File: config.mk
export PLATFORM = sky130hd
export DESIGN_NAME = exl_sched
export DESIGN_NICKNAME = d
export VERILOG_FILES = /design/src/rtl/exl_pkg.sv /design/src/rtl/exl_slot_bank.sv /design/src/rtl/exl_ctrl.sv /design/src/rtl/exl_evt_q.sv /design/src/rtl/exl_stat.sv /design/src/rtl/exl_sched.sv
export SDC_FILE = /design/constraint.sdc
export NUM_CORES = 1
export LEC_CHECK = 0
export BUFFER_PORTS_ARGS = -buffer_cell sky130_fd_sc_hd__buf_2
export CAP_MARGIN = 30
export CORE_MARGIN = 5
export CORE_UTILIZATION = 30
export CTS_CLUSTER_DIAMETER = 80
export CTS_CLUSTER_SIZE = 12
export DETAILED_ROUTE_END_ITERATION = 10
export PLACE_DENSITY_LB_ADDON = 0.12
export SLEW_MARGIN = 10
export SYNTH_ARGS = -nofsm -noshare
export SYNTH_HDL_FRONTEND = slang
export SYNTH_HIERARCHICAL = 1
export SYNTH_SLANG_ARGS = --single-unit
File: constraint.sdc
create_clock -name clk -period 3.3 [get_ports clk]
set_input_delay 0.66 -clock clk [delete_from_list [all_inputs] [get_ports clk]]
set_output_delay 0.66 -clock clk [all_outputs]
set_load 0.01 [all_outputs]
File: src/rtl/exl_pkg.sv
package exl_pkg;
  localparam int NSLOT = 2;
  localparam int EVF_W = 6;
  localparam int EVB_I2A  = 0;
  localparam int EVB_PRE  = 1;
  localparam int EVB_ESW  = 2;
  localparam int EVB_A2I  = 3;
  localparam int EVB_CC   = 4;
  localparam int EVB_LITE = 5;
  localparam int STB_CUR = 0;
  localparam int STB_WR  = 1;
  localparam int STB_L0V = 2;
  localparam int STB_L0A = 3;
  localparam int STB_L1V = 4;
  localparam int STB_L1A = 5;
  localparam int STB_QF  = 6;
  localparam int STB_ID  = 7;
  typedef enum logic [1:0] {OP_NONE = 2'd0, OP_IN = 2'd1, OP_OUT = 2'd2, OP_BAD = 2'd3} op_e;
endpackage

File: src/rtl/exl_slot_bank.sv
module exl_slot_bank #(
  parameter int DW = 13
) (
  input  logic                           clk,
  input  logic                           rst,
  input  logic                           wr_en,
  input  logic                           wr_idx,
  input  logic [DW-1:0]                  wr_c0,
  input  logic [DW-1:0]                  wr_c1,
  output logic [exl_pkg::NSLOT-1:0][DW-1:0] rd_c0,
  output logic [exl_pkg::NSLOT-1:0][DW-1:0] rd_c1
);
  import exl_pkg::*;

  for (genvar s = 0; s < NSLOT; s++) begin : g_slot
    logic [DW-1:0] c0_q, c1_q;
    always_ff @(posedge clk) begin
      if (rst) begin
        c0_q <= '0;
        c1_q <= '0;
      end else if (wr_en && (wr_idx == s[0])) begin
        c0_q <= wr_c0;
        c1_q <= wr_c1;
      end
    end
    assign rd_c0[s] = c0_q;
    assign rd_c1[s] = c1_q;
  end
endmodule

File: src/rtl/exl_ctrl.sv
module exl_ctrl #(
  parameter int ID_W   = 16,
  parameter int BASE_W = 20,
  localparam int DW    = ID_W + BASE_W + 1
) (
  input  logic                              clk,
  input  logic                              rst,
  input  logic                              acc_en,
  input  exl_pkg::op_e                      op,
  input  logic [DW-1:0]                     new0,
  input  logic [DW-2:0]                     fin,
  input  logic                              wr_ptr,
  input  logic [exl_pkg::NSLOT-1:0][DW-1:0] slot_c0,
  input  logic [exl_pkg::NSLOT-1:0][DW-1:0] slot_c1,
  output logic                              bank_we,
  output logic                              nxt_run_vld,
  output logic                              nxt_run_idx,
  output logic                              nxt_pend_vld,
  output logic [ID_W-1:0]                   nxt_cur_id,
  output logic                              ev_push,
  output logic                              ev_two,
  output logic [exl_pkg::EVF_W-1:0]         ev_flags,
  output logic [ID_W-1:0]                   ev_id,
  output logic                              ev_irq,
  output logic                              err_q
);
  import exl_pkg::*;

  logic run_vld, run_idx, pend_vld, cur_sel;
  logic nxt_cur_sel, err_n;
  logic [DW-1:0] rc0, rc1, pc0, cur_d;

  function automatic logic same_ctx(input logic [DW-2:0] a, input logic [DW-2:0] b);
    return a == b;
  endfunction

  assign rc0   = slot_c0[run_idx];
  assign rc1   = slot_c1[run_idx];
  assign pc0   = slot_c0[~run_idx];
  assign cur_d = cur_sel ? rc1 : rc0;

  logic rc1_vld, lite_a, lite_b, fin_cur, fin_r0, fin_r1;
  assign rc1_vld = rc1[DW-1];
  assign lite_a  = rc1_vld && same_ctx(rc1[DW-2:0], new0[DW-2:0]) && !same_ctx(rc0[DW-2:0], cur_d[DW-2:0]);
  assign lite_b  = !rc1_vld && same_ctx(rc0[DW-2:0], new0[DW-2:0]);
  assign fin_cur = same_ctx(fin, cur_d[DW-2:0]);
  assign fin_r0  = same_ctx(fin, rc0[DW-2:0]);
  assign fin_r1  = same_ctx(fin, rc1[DW-2:0]);

  always_comb begin
    nxt_run_vld  = run_vld;
    nxt_run_idx  = run_idx;
    nxt_pend_vld = pend_vld;
    nxt_cur_sel  = cur_sel;
    nxt_cur_id   = run_vld ? cur_d[ID_W-1:0] : '0;
    bank_we      = 1'b0;
    ev_push      = 1'b0;
    ev_two       = 1'b0;
    ev_flags     = '0;
    ev_id        = '0;
    ev_irq       = 1'b0;
    err_n        = 1'b0;
    if (acc_en) begin
      unique case (op)
        OP_IN: begin
          if (pend_vld) begin
            err_n = 1'b1;
          end else begin
            bank_we = 1'b1;
            if (!run_vld || lite_a || lite_b) begin
              nxt_run_vld  = 1'b1;
              nxt_run_idx  = wr_ptr;
              nxt_pend_vld = 1'b0;
              nxt_cur_sel  = 1'b0;
              nxt_cur_id   = new0[ID_W-1:0];
              ev_push      = 1'b1;
              ev_irq       = 1'b1;
              if (!run_vld) begin
                ev_flags[EVB_I2A] = 1'b1;
              end else begin
                ev_flags[EVB_PRE]  = 1'b1;
                ev_flags[EVB_LITE] = 1'b1;
                ev_id              = new0[ID_W-1:0];
              end
            end else begin
              nxt_pend_vld = 1'b1;
            end
          end
        end
        OP_OUT: begin
          if (!run_vld || !fin_cur) begin
            err_n = 1'b1;
          end else if (rc1_vld && fin_r0) begin
            nxt_cur_sel       = 1'b1;
            nxt_cur_id        = rc1[ID_W-1:0];
            ev_push           = 1'b1;
            ev_irq            = 1'b1;
            ev_flags[EVB_CC]  = 1'b1;
            ev_flags[EVB_ESW] = 1'b1;
            ev_id             = fin[ID_W-1:0];
          end else if ((!rc1_vld && fin_r0) || (rc1_vld && fin_r1)) begin
            ev_push           = 1'b1;
            ev_flags[EVB_CC]  = 1'b1;
            ev_flags[EVB_A2I] = 1'b1;
            ev_id             = fin[ID_W-1:0];
            nxt_cur_sel       = 1'b0;
            if (pend_vld) begin
              nxt_run_idx  = ~run_idx;
              nxt_pend_vld = 1'b0;
              nxt_cur_id   = pc0[ID_W-1:0];
              ev_two       = 1'b1;
              ev_irq       = 1'b0;
            end else begin
              nxt_run_vld = 1'b0;
              nxt_cur_id  = '0;
              ev_irq      = 1'b1;
            end
          end else begin
            err_n = 1'b1;
          end
        end
        OP_BAD:  err_n = 1'b1;
        default: err_n = 1'b0;
      endcase
    end
  end

  always_ff @(posedge clk) begin
    if (rst) begin
      run_vld  <= 1'b0;
      run_idx  <= 1'b0;
      pend_vld <= 1'b0;
      cur_sel  <= 1'b0;
      err_q    <= 1'b0;
    end else begin
      run_vld  <= nxt_run_vld;
      run_idx  <= nxt_run_idx;
      pend_vld <= nxt_pend_vld;
      cur_sel  <= nxt_cur_sel;
      err_q    <= err_n;
    end
  end

  AST_PEND_NEEDS_RUN: assert property (@(posedge clk) disable iff (rst)
    pend_vld |-> run_vld);
  AST_ERR_KEEPS_STATE: assert property (@(posedge clk) disable iff (rst)
    err_q |-> ($stable(run_vld) && $stable(run_idx) && $stable(pend_vld) && $stable(cur_sel)));
  AST_IDLE_NO_CHANGE: assert property (@(posedge clk) disable iff (rst)
    !acc_en |=> ($stable(run_vld) && $stable(run_idx) && $stable(pend_vld) && $stable(cur_sel)));
endmodule

File: src/rtl/exl_evt_q.sv
module exl_evt_q #(
  parameter int ID_W = 16
) (
  input  logic                      clk,
  input  logic                      rst,
  input  logic                      push,
  input  logic                      two,
  input  logic [exl_pkg::EVF_W-1:0] flags_in,
  input  logic [ID_W-1:0]           id_in,
  input  logic                      irq_in,
  input  logic                      evt_ready,
  output logic                      evt_valid,
  output logic [exl_pkg::EVF_W-1:0] evt_flags,
  output logic [ID_W-1:0]           evt_id,
  output logic                      evt_irq
);
  import exl_pkg::*;

  logic hold2;

  always_ff @(posedge clk) begin
    if (rst) begin
      evt_valid <= 1'b0;
      evt_flags <= '0;
      evt_id    <= '0;
      evt_irq   <= 1'b0;
      hold2     <= 1'b0;
    end else if (push) begin
      evt_valid <= 1'b1;
      evt_flags <= flags_in;
      evt_id    <= id_in;
      evt_irq   <= irq_in;
      hold2     <= two;
    end else if (evt_valid && evt_ready) begin
      if (hold2) begin
        evt_flags          <= '0;
        evt_flags[EVB_I2A] <= 1'b1;
        evt_id             <= '0;
        evt_irq            <= 1'b1;
        hold2              <= 1'b0;
      end else begin
        evt_valid <= 1'b0;
      end
    end
  end

  AST_EVT_HOLD: assert property (@(posedge clk) disable iff (rst)
    (evt_valid && !evt_ready) |=> (evt_valid && $stable(evt_flags) && $stable(evt_id) && $stable(evt_irq)));
  AST_IRQ_ON_LAST: assert property (@(posedge clk) disable iff (rst)
    (evt_valid && hold2) |-> !evt_irq);
endmodule

File: src/rtl/exl_stat.sv
module exl_stat #(
  parameter int ID_W = 16,
  localparam int SW  = ID_W + 7
) (
  input  logic            clk,
  input  logic            rst,
  input  logic            nxt_run_vld,
  input  logic            nxt_run_idx,
  input  logic            nxt_pend_vld,
  input  logic [ID_W-1:0] nxt_cur_id,
  output logic [SW-1:0]   status_q
);
  import exl_pkg::*;

  always_ff @(posedge clk) begin
    if (rst) begin
      status_q <= '0;
    end else begin
      if (nxt_run_vld) begin
        status_q[STB_CUR] <= nxt_run_idx;
        status_q[STB_WR]  <= ~nxt_run_idx;
      end
      status_q[STB_L0V] <= nxt_run_vld && !nxt_run_idx;
      status_q[STB_L0A] <= nxt_run_vld && !nxt_run_idx;
      status_q[STB_L1V] <= nxt_run_vld && nxt_run_idx;
      status_q[STB_L1A] <= nxt_run_vld && nxt_run_idx;
      status_q[STB_QF]  <= nxt_pend_vld;
      status_q[STB_ID +: ID_W] <= nxt_run_vld ? nxt_cur_id : '0;
    end
  end

  AST_ONE_LIST: assert property (@(posedge clk) disable iff (rst)
    !(status_q[STB_L0V] && status_q[STB_L1V]));
  AST_PTR_INVERSE: assert property (@(posedge clk) disable iff (rst)
    (status_q[STB_L0V] || status_q[STB_L1V]) |-> (status_q[STB_CUR] != status_q[STB_WR]));
endmodule

File: src/rtl/exl_sched.sv
module exl_sched #(
  parameter int ID_W   = 16,
  parameter int BASE_W = 20,
  localparam int DW    = ID_W + BASE_W + 1,
  localparam int SW    = ID_W + 7
) (
  input  logic                      clk,
  input  logic                      rst,
  input  logic                      sin_req,
  input  logic [ID_W-1:0]           sin_c0_id,
  input  logic [BASE_W-1:0]         sin_c0_base,
  input  logic                      sin_c0_vld,
  input  logic [ID_W-1:0]           sin_c1_id,
  input  logic [BASE_W-1:0]         sin_c1_base,
  input  logic                      sin_c1_vld,
  input  logic                      sout_req,
  input  logic [ID_W-1:0]           sout_id,
  input  logic [BASE_W-1:0]         sout_base,
  output logic                      req_ready,
  output logic [SW-1:0]             status,
  output logic                      evt_valid,
  input  logic                      evt_ready,
  output logic [exl_pkg::EVF_W-1:0] evt_flags,
  output logic [ID_W-1:0]           evt_id,
  output logic                      evt_irq,
  output logic                      err
);
  import exl_pkg::*;

  logic [DW-1:0] new0, new1;
  logic [DW-2:0] fin;
  logic [NSLOT-1:0][DW-1:0] slot_c0, slot_c1;
  logic acc_en, bank_we;
  logic nxt_run_vld, nxt_run_idx, nxt_pend_vld;
  logic [ID_W-1:0] nxt_cur_id;
  logic ev_push, ev_two, ev_irq;
  logic [EVF_W-1:0] ev_flags;
  logic [ID_W-1:0] ev_id;
  op_e op;

  assign new0      = {sin_c0_vld, sin_c0_base, sin_c0_id};
  assign new1      = {sin_c1_vld, sin_c1_base, sin_c1_id};
  assign fin       = {sout_base, sout_id};
  assign req_ready = !evt_valid;
  assign acc_en    = req_ready && (sin_req || sout_req);
  assign op        = op_e'({sout_req, sin_req});

  exl_slot_bank #(.DW(DW)) u_bank (
    .clk(clk), .rst(rst), .wr_en(bank_we), .wr_idx(status[STB_WR]),
    .wr_c0(new0), .wr_c1(new1), .rd_c0(slot_c0), .rd_c1(slot_c1)
  );

  exl_ctrl #(.ID_W(ID_W), .BASE_W(BASE_W)) u_ctrl (
    .clk(clk), .rst(rst), .acc_en(acc_en), .op(op), .new0(new0), .fin(fin),
    .wr_ptr(status[STB_WR]), .slot_c0(slot_c0), .slot_c1(slot_c1),
    .bank_we(bank_we), .nxt_run_vld(nxt_run_vld), .nxt_run_idx(nxt_run_idx),
    .nxt_pend_vld(nxt_pend_vld), .nxt_cur_id(nxt_cur_id),
    .ev_push(ev_push), .ev_two(ev_two), .ev_flags(ev_flags), .ev_id(ev_id),
    .ev_irq(ev_irq), .err_q(err)
  );

  exl_evt_q #(.ID_W(ID_W)) u_evt (
    .clk(clk), .rst(rst), .push(ev_push), .two(ev_two), .flags_in(ev_flags),
    .id_in(ev_id), .irq_in(ev_irq), .evt_ready(evt_ready), .evt_valid(evt_valid),
    .evt_flags(evt_flags), .evt_id(evt_id), .evt_irq(evt_irq)
  );

  exl_stat #(.ID_W(ID_W)) u_stat (
    .clk(clk), .rst(rst), .nxt_run_vld(nxt_run_vld), .nxt_run_idx(nxt_run_idx),
    .nxt_pend_vld(nxt_pend_vld), .nxt_cur_id(nxt_cur_id), .status_q(status)
  );

  AST_BUSY_NO_ERR: assert property (@(posedge clk) disable iff (rst)
    (!req_ready && (sin_req || sout_req)) |=> !err);
endmodule

* After elaboration in Yosys (flattened, before gate mapping)
Index checks and enable logic that the tools add are counted.
Storage, ports and cells: output and inout port bits 49, flip-flop bits (word level) 199, input port bits 115, logic and storage cells 176
Cells by class: $lt $le $gt $ge 2, mux-type cells 107, reduce and logical (&&, ||, !) cells 31, bitwise operators 5, equality and inequality tests 14
Operators by type and width (number):
- 16-bit two-way mux | 20
- 36-bit == test | 6
- 36-bit two-way mux | 3
- 37-bit two-way mux | 2
- 16-bit case mux with 2 select lines | 2
- 1-bit two-way mux | 63
- 6-bit two-way mux | 4
- 1-bit logical AND | 12
- 1-bit case mux with 2 select lines | 6
- 2-bit two-way mux | 4
- 1-bit zero test | 6
- 3-bit two-way mux | 2
- 2-bit != test (second input constant) | 3
- 6-bit AND reduction | 1
- 2-bit nonzero test | 3
- 1-bit logical OR | 5
- 1-bit inverter | 5
- 2-bit == test (second input constant) | 2
- 1-bit by 2-bit less-than comparator with 1-bit output (second input constant) | 2
- 2-bit AND reduction | 2
- 2-bit OR reduction | 2
- 3-bit by 1-bit != test with 1-bit output (second input constant) | 1
- 1-bit case mux with 3 select lines | 1
- 2-bit by 1-bit == test with 1-bit output (second input constant) | 1
- 2-bit by 1-bit != test with 1-bit output (second input constant) | 1

* Logic depth before layout (Yosys ltp)
depth in word-level cells 14, gate-level depth with buffers 17, mapped depth without buffers 12

* Modules after synthesis
The synthesis kept the hierarchy.
By module, submodules not included:
- exl_slot_bank | seq. area each 2962.8 um2, cells an instance 562, times used 1, area an instance 6224.7 um2
- exl_ctrl | seq. area each 100.1 um2, cells an instance 738, times used 1, area an instance 5589.1 um2
- exl_evt_q | seq. area each 500.5 um2, cells an instance 87, times used 1, area an instance 922.1 um2
- exl_stat | seq. area each 420.4 um2, cells an instance 49, times used 1, area an instance 603.1 um2
- exl_sched | seq. area each 0.0 um2, cells an instance 2, times used 1, area an instance 13.8 um2

* Worst setup path before layout
Ideal clock, no wire load.
path type register to register, from reg u_ctrl.run_idx, to reg u_stat.status_q[11], data required time 3.241 ns, path buffers 4, data arrival time 3.282 ns, library setup time 0.059 ns, slack -0.041 ns, stages on the path, launching flop included 14, path through dfxtp_1 -> buf_6 -> buf_6 -> buf_6 -> mux2i_1 -> xor2_1 -> nand2_1 -> or4b_4 -> nor4_2 -> nor4_1 -> a21oi_1 -> nor2b_4 -> buf_6 -> and2_1
Between the ends: cells in the longest elaborated chain, start to end 14
RTL lines:
- from (decl) | RTL line exl_ctrl.sv:29 | logic run_vld, run_idx, pend_vld, cur_sel;
- from (signal assigned) | RTL line exl_ctrl.sv:137 | run_idx <= nxt_run_idx;
- 36-bit two-way mux (not written as such) / 37-bit two-way mux (equally long branches) (2 in a row) | RTL line exl_ctrl.sv:37, exl_ctrl.sv:38
- 36-bit two-way mux | RTL line exl_ctrl.sv:40 | assign cur_d = cur_sel ? rc1 : rc0;
- 36-bit == test | RTL line exl_ctrl.sv:34 | return a == b;
- 1-bit zero test | RTL line exl_ctrl.sv:44 | assign lite_a = rc1_vld && same_ctx(rc1[DW-2:0], new0[DW-2:0]) && !same_ctx(rc0[DW-2:0], cur_d[DW-2:0]);
- 1-bit logical AND | RTL line exl_ctrl.sv:44
- 1-bit logical OR (2 in a row) | RTL line exl_ctrl.sv:70 | if (!run_vld || lite_a || lite_b) begin
- 1-bit two-way mux | RTL line exl_ctrl.sv:70
- 1-bit two-way mux | RTL line exl_ctrl.sv:66 | if (pend_vld) begin
- 1-bit case mux with 2 select lines * | RTL line exl_ctrl.sv:64 | unique case (op)
- 1-bit two-way mux * | RTL line exl_ctrl.sv:63 | if (acc_en) begin
- via nxt_run_vld | RTL line exl_sched.sv:34 | logic nxt_run_vld, nxt_run_idx, nxt_pend_vld;
- 1-bit inverter (no line) *
- 2-bit OR reduction (no line) *
- to (signal, indexed assignment) | RTL line exl_stat.sv:20 | status_q[STB_CUR] <= nxt_run_idx;
- to (signal, indexed assignment) | RTL line exl_stat.sv:21 | status_q[STB_WR] <= ~nxt_run_idx;
- to (signal, indexed assignment) | RTL line exl_stat.sv:23 | status_q[STB_L0V] <= nxt_run_vld && !nxt_run_idx;
- to (decl) | RTL line exl_stat.sv:11 | output logic [SW-1:0] status_q
The timed path passes the listed nets; every way through them passes the cells marked *. The select of a mux whose other input is x is not followed. A chain may end at the register's enable or synchronous reset.

* Worst setup path after layout
from reg u_ctrl.run_idx, to reg u_stat.status_q[9]
RTL lines:
- 36-bit two-way mux (not written as such) / 37-bit two-way mux (equally long branches) (2 in a row) | RTL line exl_ctrl.sv:37, exl_ctrl.sv:38
- 36-bit two-way mux | RTL line exl_ctrl.sv:40
- 36-bit == test | RTL line exl_ctrl.sv:34
- 1-bit zero test | RTL line exl_ctrl.sv:44
- 1-bit logical AND | RTL line exl_ctrl.sv:44
- 1-bit logical OR (2 in a row) | RTL line exl_ctrl.sv:70
- 16-bit two-way mux | RTL line exl_ctrl.sv:70
- 16-bit two-way mux | RTL line exl_ctrl.sv:66
- 16-bit case mux with 2 select lines | RTL line exl_ctrl.sv:64
- 16-bit two-way mux * | RTL line exl_ctrl.sv:63
- via nxt_cur_id[2] | RTL line exl_sched.sv:35 | logic [ID_W-1:0] nxt_cur_id;
Marked as above.

==> metrics.txt <==
final worst slack=-299 ps; largest net degree at the start of global routing=between 70 and 80; CP max FO=13; Max-Cap Viols=0; Worst slew margin=46.3%; die width=roughly 220 um; wire per inst=25.6 um; Yosys warning total=6; Die Footprint=48,600 um2; Placement Setup Slack=-750 ps; Finished Layout Cells=2,522; Via density=5.06; final instance area=approximately 19,000 um2; commonest non-fill, non-tap cell in the layout=buf_4; period utilization=109%; DR DRC count=0; startpoint class of the critical path=flop; Clk Latency, worst-skew pair=500 ps; RR Startpoint=u_ctrl/run_idx$_SDFF_PP0_; number of placement rows=77; status=finished, violations left; Hold Buf Count CTS=0; R2R depth=18; fin crit period=3600 ps; Iteration-0 DRC Markers=~1,000; Max Fclk=278 MHz; share of post-route cells with drive strength above 1=between 30% and 40%; die height=between 200 and 250 um; WHS Path Cells=3; Final GP Congestion=around 0.97; final setup violation count=between 40 and 50; P&R area growth vs syn=42.8%; Avg Inst Size Synth=slightly above 9 um2; PD cells=329 nW/um2; Crit Path Class=reg2reg; DP Cell Count=roughly 2,400; final hold violations=0; IO buf count=around 160; WP data arrival=3990 ps; RSZ-0062 raised after global routing=true; Final Skew=16.0 ps; DRT antenna net count=0; total global-route track usage=26.2%; Syn Inst Count=1,431; CTS tree=yes; H-tree levels=4; total core area=between 40,000 and 50,000 um2; initial antenna violation count=0; Overflow after GRT=0; CTS Buffer Depth=2; 1st-pass router iterations=7; fin nets=2,038; first-pass GRT wire length=between 90 and 100 mm; number of CTS-inserted buffers=17; setup_tns=-9270 ps; vias in the first global route=12,900; Hold Path Class=in2reg; # diodes=0; Worst Hold Launch=sin_c1_base[6]; worst slew pin tran=805 ps; WL final=64.7 mm; initial core utilization=approximately 30%; # IOs=about 160; mapped cell area=13,300 um2; commonest cells after routing, fill and taps aside=buf_4, nand2b_1, mux2i_1, dfxtp_1, buf_2; maximum vdd drop=0.275 mV; Critical Path RT=3690 ps; Clock Sinks=197; failing checks=setup timing; endpoint class of the critical path=flop; clock root buffer master=clkbuf_16; Worst-path clk slew=80 ps; dpl cell area=16,900 um2; static leakage=0.00788 uW; Max Slew Vio Count=0; total vias in the final route=~13,000; CP startpoint=u_ctrl/run_idx$_SDFF_PP0_; syn_nets=1,550; dpl hpwl=52.3 mm
-- repair_timing --
action,4_1_cts,5_1_grt
pin swaps,57,26
hold endpoints to repair,0,0
endpoints found under the setup margin,51,50
setup buffers,45,11
gates cloned,4,4
resized for setup,130,53
-- routing by layer --
layer / routed length (um) / global-route usage [%] / part of all wire (%) / vias to the layer above
met5: 0 / 0 / 0 / -
met4: 3170 / 12.3 / 4.9 / 0
met3: 3090 / 4.10 / 4.8 / 119
met2: 29100 / 41.6 / 45 / 419
met1: 29300 / 35.1 / 45 / 6256
li1: - / - / - / 5974
-- final cells by class --
| class | count | area (um2) |
|---|---|---|
| repair buffers | 548 | 4220 |
| well taps | 592 | 741 |
| fillers | 4500 | 25100 |
| inverters | 76 | 285 |
| clock buffers | 20 | 458 |
| flip-flops and latches | 197 | 3950 |
| multi-input cells | 1079 | 9160 |
| clock inverters | 10 | 146 |
-- path summary, 6_finish.rpt --
path / to / slack [ps]
min: u_bank/g_slot[1].c1_q[22]$_SDFFE_PP0P_ / 440
max: u_stat/status_q[9]$_SDFF_PP0_ / -300
min reg2reg: u_stat/status_q[0]$_SDFFE_PP0P_ / 470
max reg2reg: u_stat/status_q[9]$_SDFF_PP0_ / -300
-- flip-flops by register name, indices dropped and copies added (netlist names) --
name and flops:
u_evt/evt_id 16, u_evt/evt_flags 6, u_ctrl/cur_sel 1, u_ctrl/err_q 1
u_evt/evt_irq 1, u_evt/evt_valid 1, u_bank/g_slot.c1_q 74, u_evt/hold2 1
u_ctrl/run_vld 1, u_bank/g_slot.c0_q 72, u_ctrl/run_idx 1, u_stat/status_q 21
u_ctrl/pend_vld 1
-- worst max-delay path: stages (launching register included) --
cell	delay (ps)
dfxtp_4	350
buf_12	150
buf_12	140
buf_12	140
mux2i_2	150
buf_4	150
buf_4	140
xnor2_1	180
nor4_1	280
nand4_1	260
nor3_4	290
buf_6	150
nor2_4	40
o21a_4	220
o21ai_4	200
a2bb2oi_4	220
buf_12	150
o221ai_2	110
and2_1	170
-- stage by stage --
| stage | total power, uW | hold WS [ps] | utilization, % |
|---|---|---|---|
| floorplan | 3180 | 460 | - |
| global placement | 3880 | 470 | 38.3 |
| detailed placement | 3870 | 466 | 38.3 |
| CTS | 6270 | 405 | 42.2 |
| global route | 6450 | 447 | 43.1 |
| finish | 6240 | 438 | 43.1 |
-- where the power goes --
group | total (uW) | switching, uW | internal, uW | leakage, uW
clock network | 2280 | 1040 | 1230 | 0.000292
registers | 2520 | 79.8 | 2440 | 0.00160
logic | 1450 | 782 | 668 | 0.00599
Note: power is estimated with default switching activity, not from simulation.
